===== config.mk =====
export PLATFORM = sky130hd
export DESIGN_NAME = mul18_sreg
export DESIGN_NICKNAME = d
export VERILOG_FILES = /design/src/rtl/mul18_pkg.sv /design/src/rtl/mul18_core.sv /design/src/rtl/mul18_ctl_pol.sv /design/src/rtl/mul18_out_reg.sv /design/src/rtl/mul18_sreg.sv
export SDC_FILE = /design/constraint.sdc
export NUM_CORES = 1
export LEC_CHECK = 0
export BUFFER_PORTS_ARGS = -buffer_cell sky130_fd_sc_hd__buf_2
export CAP_MARGIN = 10
export CORE_MARGIN = 2
export CORE_UTILIZATION = 45
export DETAILED_ROUTE_END_ITERATION = 8
export GPL_TIMING_DRIVEN = 0
export PLACE_DENSITY = 0.65
export SETUP_SLACK_MARGIN = 0.05
export SLEW_MARGIN = 20
export SYNTH_ARGS = -nofsm -noshare
export SYNTH_HDL_FRONTEND = slang
export SYNTH_SLANG_ARGS = --single-unit

===== constraint.sdc =====
create_clock -name clk_i -period 0.97 [get_ports clk_i]
set_input_delay 0.2425 -clock clk_i [delete_from_list [all_inputs] [get_ports clk_i]]
set_output_delay 0.2425 -clock clk_i [all_outputs]
set_load 0.01 [all_outputs]

===== src/rtl/mul18_pkg.sv =====
`timescale 1ns/1ps
package mul18_pkg;
  localparam int unsigned OP_W = 18;
  localparam int unsigned PR_W = 2 * OP_W;
  typedef logic signed [OP_W-1:0] op_t;
  typedef logic signed [PR_W-1:0] prod_t;
endpackage


===== src/rtl/mul18_core.sv =====
`timescale 1ns/1ps
module mul18_core #(
  parameter int unsigned A_W = 18,
  parameter int unsigned B_W = 18,
  localparam int unsigned P_W = A_W + B_W
) (
  input  logic [A_W-1:0] a_i,
  input  logic [B_W-1:0] b_i,
  output logic [P_W-1:0] p_o
);
  logic signed [P_W-1:0] a_ext, b_ext;

  // sign-extend to full width so the product is exact
  assign a_ext = P_W'($signed(a_i));
  assign b_ext = P_W'($signed(b_i));
  assign p_o   = a_ext * b_ext;

  always_comb begin
    if (a_i != '0 && b_i != '0) begin
      p_sign_r1: assert (p_o[P_W-1] == (a_i[A_W-1] ^ b_i[B_W-1]))
        else $error("product sign mismatch");
    end
  end
endmodule


===== src/rtl/mul18_ctl_pol.sv =====
`timescale 1ns/1ps
module mul18_ctl_pol #(
  parameter bit CLK_INV  = 1'b0,
  parameter bit CE_INV   = 1'b0,
  parameter bit SRST_INV = 1'b0
) (
  input  logic clk_i,
  input  logic ce_i,
  input  logic srst_i,
  output logic clk_o,
  output logic ce_o,
  output logic clr_o
);
  if (CLK_INV) begin : g_clk_inv
    assign clk_o = ~clk_i;
  end else begin : g_clk_dir
    assign clk_o = clk_i;
  end

  if (CE_INV) begin : g_ce_inv
    assign ce_o = ~ce_i;
  end else begin : g_ce_dir
    assign ce_o = ce_i;
  end

  if (SRST_INV) begin : g_srst_inv
    assign clr_o = ~srst_i;
  end else begin : g_srst_dir
    assign clr_o = srst_i;
  end
endmodule


===== src/rtl/mul18_out_reg.sv =====
`timescale 1ns/1ps
module mul18_out_reg #(
  parameter int unsigned P_W = 36
) (
  input  logic           clk_i,
  input  logic           rst_ni,
  input  logic           ce_i,
  input  logic           clr_i,
  input  logic [P_W-1:0] d_i,
  output logic [P_W-1:0] q_o
);
  always_ff @(posedge clk_i or negedge rst_ni) begin
    if (!rst_ni)    q_o <= '0;
    else if (ce_i)  q_o <= clr_i ? '0 : d_i;  // clear wins over load
  end

  p_hold_r5: assert property (@(posedge clk_i) disable iff (!rst_ni)
    !ce_i |=> $stable(q_o));
  p_clear_r6: assert property (@(posedge clk_i) disable iff (!rst_ni)
    (ce_i && clr_i) |=> (q_o == '0));
  p_load_r4: assert property (@(posedge clk_i) disable iff (!rst_ni)
    (ce_i && !clr_i) |=> (q_o == $past(d_i)));
endmodule


===== src/rtl/mul18_sreg.sv =====
`timescale 1ns/1ps
module mul18_sreg
  import mul18_pkg::*;
#(
  parameter bit REGISTERED = 1'b1,
  parameter bit CLK_INV    = 1'b0,
  parameter bit CE_INV     = 1'b0,
  parameter bit SRST_INV   = 1'b0
) (
  input  logic            clk_i,
  input  logic            rst_ni,
  input  logic            ce_i,
  input  logic            srst_i,
  input  logic [OP_W-1:0] a_i,
  input  logic [OP_W-1:0] b_i,
  output logic [PR_W-1:0] p_o
);
  logic [PR_W-1:0] prod;

  mul18_core #(.A_W(OP_W), .B_W(OP_W)) i_core (
    .a_i (a_i),
    .b_i (b_i),
    .p_o (prod)
  );

  if (REGISTERED) begin : g_reg
    logic clk_eff, ce_eff, clr_eff;

    mul18_ctl_pol #(
      .CLK_INV (CLK_INV),
      .CE_INV  (CE_INV),
      .SRST_INV(SRST_INV)
    ) i_pol (
      .clk_i (clk_i),
      .ce_i  (ce_i),
      .srst_i(srst_i),
      .clk_o (clk_eff),
      .ce_o  (ce_eff),
      .clr_o (clr_eff)
    );

    mul18_out_reg #(.P_W(PR_W)) i_oreg (
      .clk_i (clk_eff),
      .rst_ni(rst_ni),
      .ce_i  (ce_eff),
      .clr_i (clr_eff),
      .d_i   (prod),
      .q_o   (p_o)
    );
  end else begin : g_comb
    assign p_o = prod;
  end
endmodule


* Word level (Yosys, flattened, before mapping)
Cells that the tools add are included.
Cells by class: bitwise gates (word level) 0, shift operators 0, equal/unequal tests 0, reduce and logical (&&, ||, !) cells 0, $add $sub $neg 0, multipliers 1, magnitude comparators 0, muxes and demuxes 1, divide/modulo/power cells 0
Operators with widths (count):
- 18-bit by 18-bit multiplier with 36-bit output | 1
- 36-bit two-way mux | 1
Storage, ports and cells: memory bits (writable) 0, bits in read-only memories 0, memories 0, latch bits 0, output and inout port bits 36, word-level logic and storage cells 3, bits of input ports 40, register bits 36

* Logic depth before layout (Yosys ltp)
depth after elaboration 2, gate-level depth with buffers 26, mapped depth without buffers 23

* Modules after synthesis
Synthesis repeated with hierarchy kept, for this count alone.
Unflattened totals: cells, all modules 1497, area total of the unflattened synthesis 13769.5 µm²
By module, submodules not included:
- mul18_core | cells each 1339, times used 1, seq. area each 0.0 µm², area an instance 12155.4 µm²
- mul18_out_reg | cells each 155, times used 1, seq. area each 900.9 µm², area an instance 1591.5 µm²
- mul18_ctl_pol | cells each 3, times used 1, seq. area each 0.0 µm², area an instance 22.5 µm²

* Worst setup path after synthesis
Ideal clock, no wire load.
path type input-to-reg, start point in a_i[17], end point reg g_reg.i_oreg.q_o[32], setup slack -5.175 ns, stages on the path 21, setup time 0.121 ns, buffers on the path 2, required time 0.849 ns, data arrival time 6.024 ns, cell sequence clkbuf_1 > clkbuf_1 > nand2_1 > fa_1 > inv_1 > fa_1 > fa_1 > fa_1 > fa_1 > inv_1 > fa_1 > inv_1 > ha_1 > a21o_1 > a21o_1 > a221oi_1 > nand3b_1 > o21ai_1 > o21ba_1 > xnor2_1 > a22o_1
Between the ends: longest elaborated chain between the ends 2
RTL lines:
- start: declaration | line mul18_sreg.sv:14 | input logic [OP_W-1:0] a_i,
- 18-bit by 18-bit multiplier with 36-bit output | line mul18_core.sv:16 | assign p_o = a_ext * b_ext;
- 36-bit two-way mux | line mul18_out_reg.sv:14 | else if (ce_i) q_o <= clr_i ? '0 : d_i;
- end signal: assignment | line mul18_out_reg.sv:14
- end: declaration | line mul18_out_reg.sv:10 | output logic [P_W-1:0] q_o
Every way passes these cells. A chain may end at the register's enable or synchronous reset.

* Worst setup path in the final report
start point in a_i[7], end point reg g_reg.i_oreg.q_o[29]
The elaborated chain is that of the path after synthesis.

==> reports/results.txt <==
The tools report the part of the Yosys area used for sequential elements as 0.06730. Entering global routing, the biggest net connects 37 pins. The fraction of synthesized area in multiplexers is 0.0007477. The cell sitting at the root of the clock tree is a sky130_fd_sc_hd__clkbuf_16. The worst register-to-register path begins at g_reg.i_oreg.q_o[9]$_DFFE_PN0P_. The relative area change from synthesis to final layout works out to 37.13%. The register-to-register setup slack is 90 ps. The largest total area in the synthesized netlist belongs to sky130_fd_sc_hd__fa_1. The number of slew-limit violations in the final report came out at 0. For this run, design rule violations remaining after detail routing come to 0. The post-placement setup slack was -5386 ps; the first-pass GRT wire length was 61,950 um. Sorting the synthesized cells by area gives the leading types as sky130_fd_sc_hd__fa_1, sky130_fd_sc_hd__inv_1, sky130_fd_sc_hd__ha_1, sky130_fd_sc_hd__and2_1, sky130_fd_sc_hd__dfrtp_1. The tools report the die area as 31,140 um^2. The register with the most flip-flops in the layout has 36 of them. The tools report the via count of the first global-routing pass as 11,330. After the last flow step, the layout net total stands at 2,111.

Hold timing on the final database bottoms out at a slack of 60.29 ps. By instance count, the leading cell after synthesis is sky130_fd_sc_hd__inv_1. The largest driver fanout on the critical path was 8. The measured slew at the worst slew-check pin was 814.2 ps; the number of standard-cell rows in the floorplan was 63. Max-cap violations in this run came to 0. Dividing the detail-routed wire length by the instance count gives 19.77 um. Mean post-synth cell area: 9.421 um^2. More flip-flops sit in one register than any other, and that register is g_reg.i_oreg.q_o. The effective utilization at floorplan is 0.4541. In this run, synthesis produced a sequential element count of 36. The tools report the total congestion overflow as 0. For this run, the number of Yosys warnings is 0. At the end of routability-driven placement, the weighted congestion stood at 0.9173.

The detail route stage leaves a number of antenna-violating nets equal to 0. The first detailed-routing pass ran for 5 iterations. Counting along the longest clock path gives a buffer depth of 2. The fraction of registers with async set/reset was 1.000; the clock-pin slew on the worst setup and hold paths was 50 ps. In the final layout, the registers with the most flip-flops are g_reg.i_oreg.q_o (36). The simple-gate area share of the yosys netlist is 0.1482. Buffers inserted during clock tree synthesis total 5.

The post-route fraction of the period consumed by the critical path is 5.745. The routed design could run at a clock period as short as 5573 ps. The cell area after layout came out at 18,360 um^2.

The flow ran to the end, but the final reports show violations. The floorplan step set the die height to 176.5 um. The xor/xnor share of the synthesized area is 0.02355, and the sum of routed wire length over all layers is 40,350 um. The number of port buffers was 66. The tools report the number of ports placed on the die boundary as 76. STA classifies the critical path startpoint as an input pin. For the arrival time of the worst setup path, the log shows 5740 ps. By count the netlist is led by sky130_fd_sc_hd__inv_1, sky130_fd_sc_hd__fa_1, sky130_fd_sc_hd__nand2_1. The number of enable-type register cells in the synthesized netlist works out to 0. The tools report the count of endpoints failing hold in the final timing report as 0.

The relative slew slack came out at 0.4572. Yosys mapped the design onto 53 distinct sky130hd cell types. Path category of the worst min-delay check: in -> async.

The region available for standard cell placement spans 29,480 um^2. For this run, the leading register cell type out of synthesis is sky130_fd_sc_hd__dfrtp_1. The die extent in x was 176.5 um; the fraction of final layout cells with drive strength greater than 1 was 0.3309. The run gives 1,421 as the synthesized netlist cell count.

STA puts the critical path data required time at 1130 ps. Type of the worst setup path: in -> reg. The compound-cell area share of the yosys netlist was 0.06533; the area of the mapped netlist was 13,390 um^2. Across all layers, the routed design uses 10,590 vias. For this block, the initial DRC count from the detailed router was 643.

CTS saw 36 sinks. Clock latency on the worst-skew pair, taken at its later pin, is 280 ps. The worst register-to-register path ends at g_reg.i_oreg.q_o[9]$_DFFE_PN0P_. Initial antenna violation count: 1. Setup repair after global routing could not meet its margin everywhere. Worst clock skew: 0 ps.

The top-area cell type share of the netlist area is 0.4920. The arithmetic-cell share of the synthesized area counting full adders, half adders and majority gates came out at 0.5789. TritonCTS built the clock tree. Summed over all nets, the half-perimeter wirelength after detailed placement is 30,060 um. The placed instances occupy a cell area of 14,890 um^2. CTS built an H-tree with a depth of 2. The post-layout worst setup margin came out at -4603 ps. The overall global routing resource usage came out at 0.2624. The checks that failed: setup timing. The maximum clock frequency is 179.5 MHz, and the filler cell count in the final layout is 2,393. The logs give 70 for the final setup violation count and 1,883 for the post-synth net total.

The per-cell via count in the routed design was 5.190. The largest family of logic cells by synthesized area was adder cells. The worst-case reg-to-reg path depth was 4. Endpoint type of the worst setup path: a flop.
[metrics by stage]
stage	setup TNS [ps]	utilization	std cells
after floorplan	-122730	-	1421
after global placement	-150180	0.5051	1877
after detailed placement	-150680	0.5051	1877
after CTS	-130320	0.5920	1993
after global routing	-137030	0.6226	2040
final	-132150	0.6227	2041
[worst max-delay path: stages]
cell	delay, ps
sky130_fd_sc_hd__buf_12	110
sky130_fd_sc_hd__buf_8	130
sky130_fd_sc_hd__and2_1	170
sky130_fd_sc_hd__fa_1	500
sky130_fd_sc_hd__inv_1	50
sky130_fd_sc_hd__fa_2	570
sky130_fd_sc_hd__fa_1	410
sky130_fd_sc_hd__inv_1	100
sky130_fd_sc_hd__fa_2	440
sky130_fd_sc_hd__fa_1	500
sky130_fd_sc_hd__inv_1	50
sky130_fd_sc_hd__fa_1	510
sky130_fd_sc_hd__inv_1	80
sky130_fd_sc_hd__ha_4	250
sky130_fd_sc_hd__a21oi_1	200
sky130_fd_sc_hd__nor2b_1	130
sky130_fd_sc_hd__a221oi_4	250
sky130_fd_sc_hd__o21ai_2	130
sky130_fd_sc_hd__buf_6	150
sky130_fd_sc_hd__buf_12	120
sky130_fd_sc_hd__o21a_1	170
sky130_fd_sc_hd__a31oi_1	160
sky130_fd_sc_hd__xnor2_1	100
sky130_fd_sc_hd__a22o_1	200
[logic make-up (layout without fill, tap and decap cells)]
kind of cell / Yosys count / count (layout)
fa+ha+maj: 422 / 422
buf+inv: 413 / 642
simple gates: 397 / 397
compound gates: 116 / 116
xor+xnor: 36 / 36
flops: 36 / 36
mux: 1 / 1
other cells: 0 / 1
[how the worst max path moves through the flow]
| stage | startpoint | slack (ps) | end |
|---|---|---|---|
| after global placement | b_i[17] | -5370 | g_reg.i_oreg.q_o[33]$_DFFE_PN0P_ |
| after detailed placement | b_i[17] | -5390 | g_reg.i_oreg.q_o[33]$_DFFE_PN0P_ |
| after floorplan | b_i[9] | -4510 | g_reg.i_oreg.q_o[23]$_DFFE_PN0P_ |
| after global routing | a_i[7] | -4740 | g_reg.i_oreg.q_o[29]$_DFFE_PN0P_ |
| final | a_i[7] | -4600 | g_reg.i_oreg.q_o[29]$_DFFE_PN0P_ |
| after CTS | b_i[7] | -4610 | g_reg.i_oreg.q_o[23]$_DFFE_PN0P_ |
[cell type report]
class / instances / area, um^2 / area share
antenna: 1 / 2.502 / 0.0001363
buffer: 52 / 1026 / 0.05589
clock buffer: 6 / 128.9 / 0.007021
clock inverter: 2 / 35.03 / 0.001909
inverter: 361 / 1365 / 0.07436
multi-input combinational: 972 / 12280 / 0.6691
sequential: 36 / 900.9 / 0.04908
tap: 390 / 488.0 / 0.02658
timing repair buffer: 221 / 2127 / 0.1159
[routing by layer]
metal | GRT usage | wire length (um) | part of all wire | vias to the layer above
li1 | - | - | - | 4631
met4 | 0.05303 | 822 | 0.020 | 0
met3 | 0.02713 | 1848 | 0.046 | 64
met5 | 0 | 0 | 0 | -
met2 | 0.4601 | 21140 | 0.52 | 297
met1 | 0.3555 | 16530 | 0.41 | 5601
[repair_timing]
action | CTS | global route
hold buffers | 0 | 0
pin swaps | 143 | 98
resized for setup | 323 | 140
cloned | 0 | 1
setup endpoints to repair | 71 | 71
setup buffers | 109 | 49
[placed cells by master (no fill, tap or decap), drive strengths merged, types with 2 or more instances in the layout]
| master | Yosys | layout |
|---|---|---|
| a22o | 18 | 18 |
| nor2 | 29 | 29 |
| and2 | 162 | 162 |
| o21ai | 17 | 17 |
| o31ai | 7 | 7 |
| dfrtp | 36 | 36 |
| a21oi | 18 | 18 |
| o21a | 5 | 5 |
| a211oi | 4 | 4 |
| nand3b | 2 | 2 |
| and3 | 3 | 3 |
| xor2 | 9 | 9 |
| a22oi | 2 | 2 |
| buf | 4 | 231 |
| clkinvlp | 0 | 2 |
| inv | 361 | 359 |
| a21o | 15 | 15 |
| a221oi | 4 | 4 |
| xnor2 | 27 | 27 |
| nor3 | 5 | 5 |
| ha | 93 | 93 |
| nor4b | 3 | 3 |
| nand2 | 173 | 173 |
| o2bb2ai | 8 | 8 |
| nor2b | 3 | 3 |
| clkbuf | 48 | 48 |
| a31oi | 7 | 7 |
| nand3 | 5 | 5 |
| o21bai | 3 | 3 |
| nand2b | 7 | 7 |
| fa | 329 | 329 |
Power is left out: the tool's default activity adds up to more than one toggle a clock period on the data nets, which glitch-free logic cannot reach.
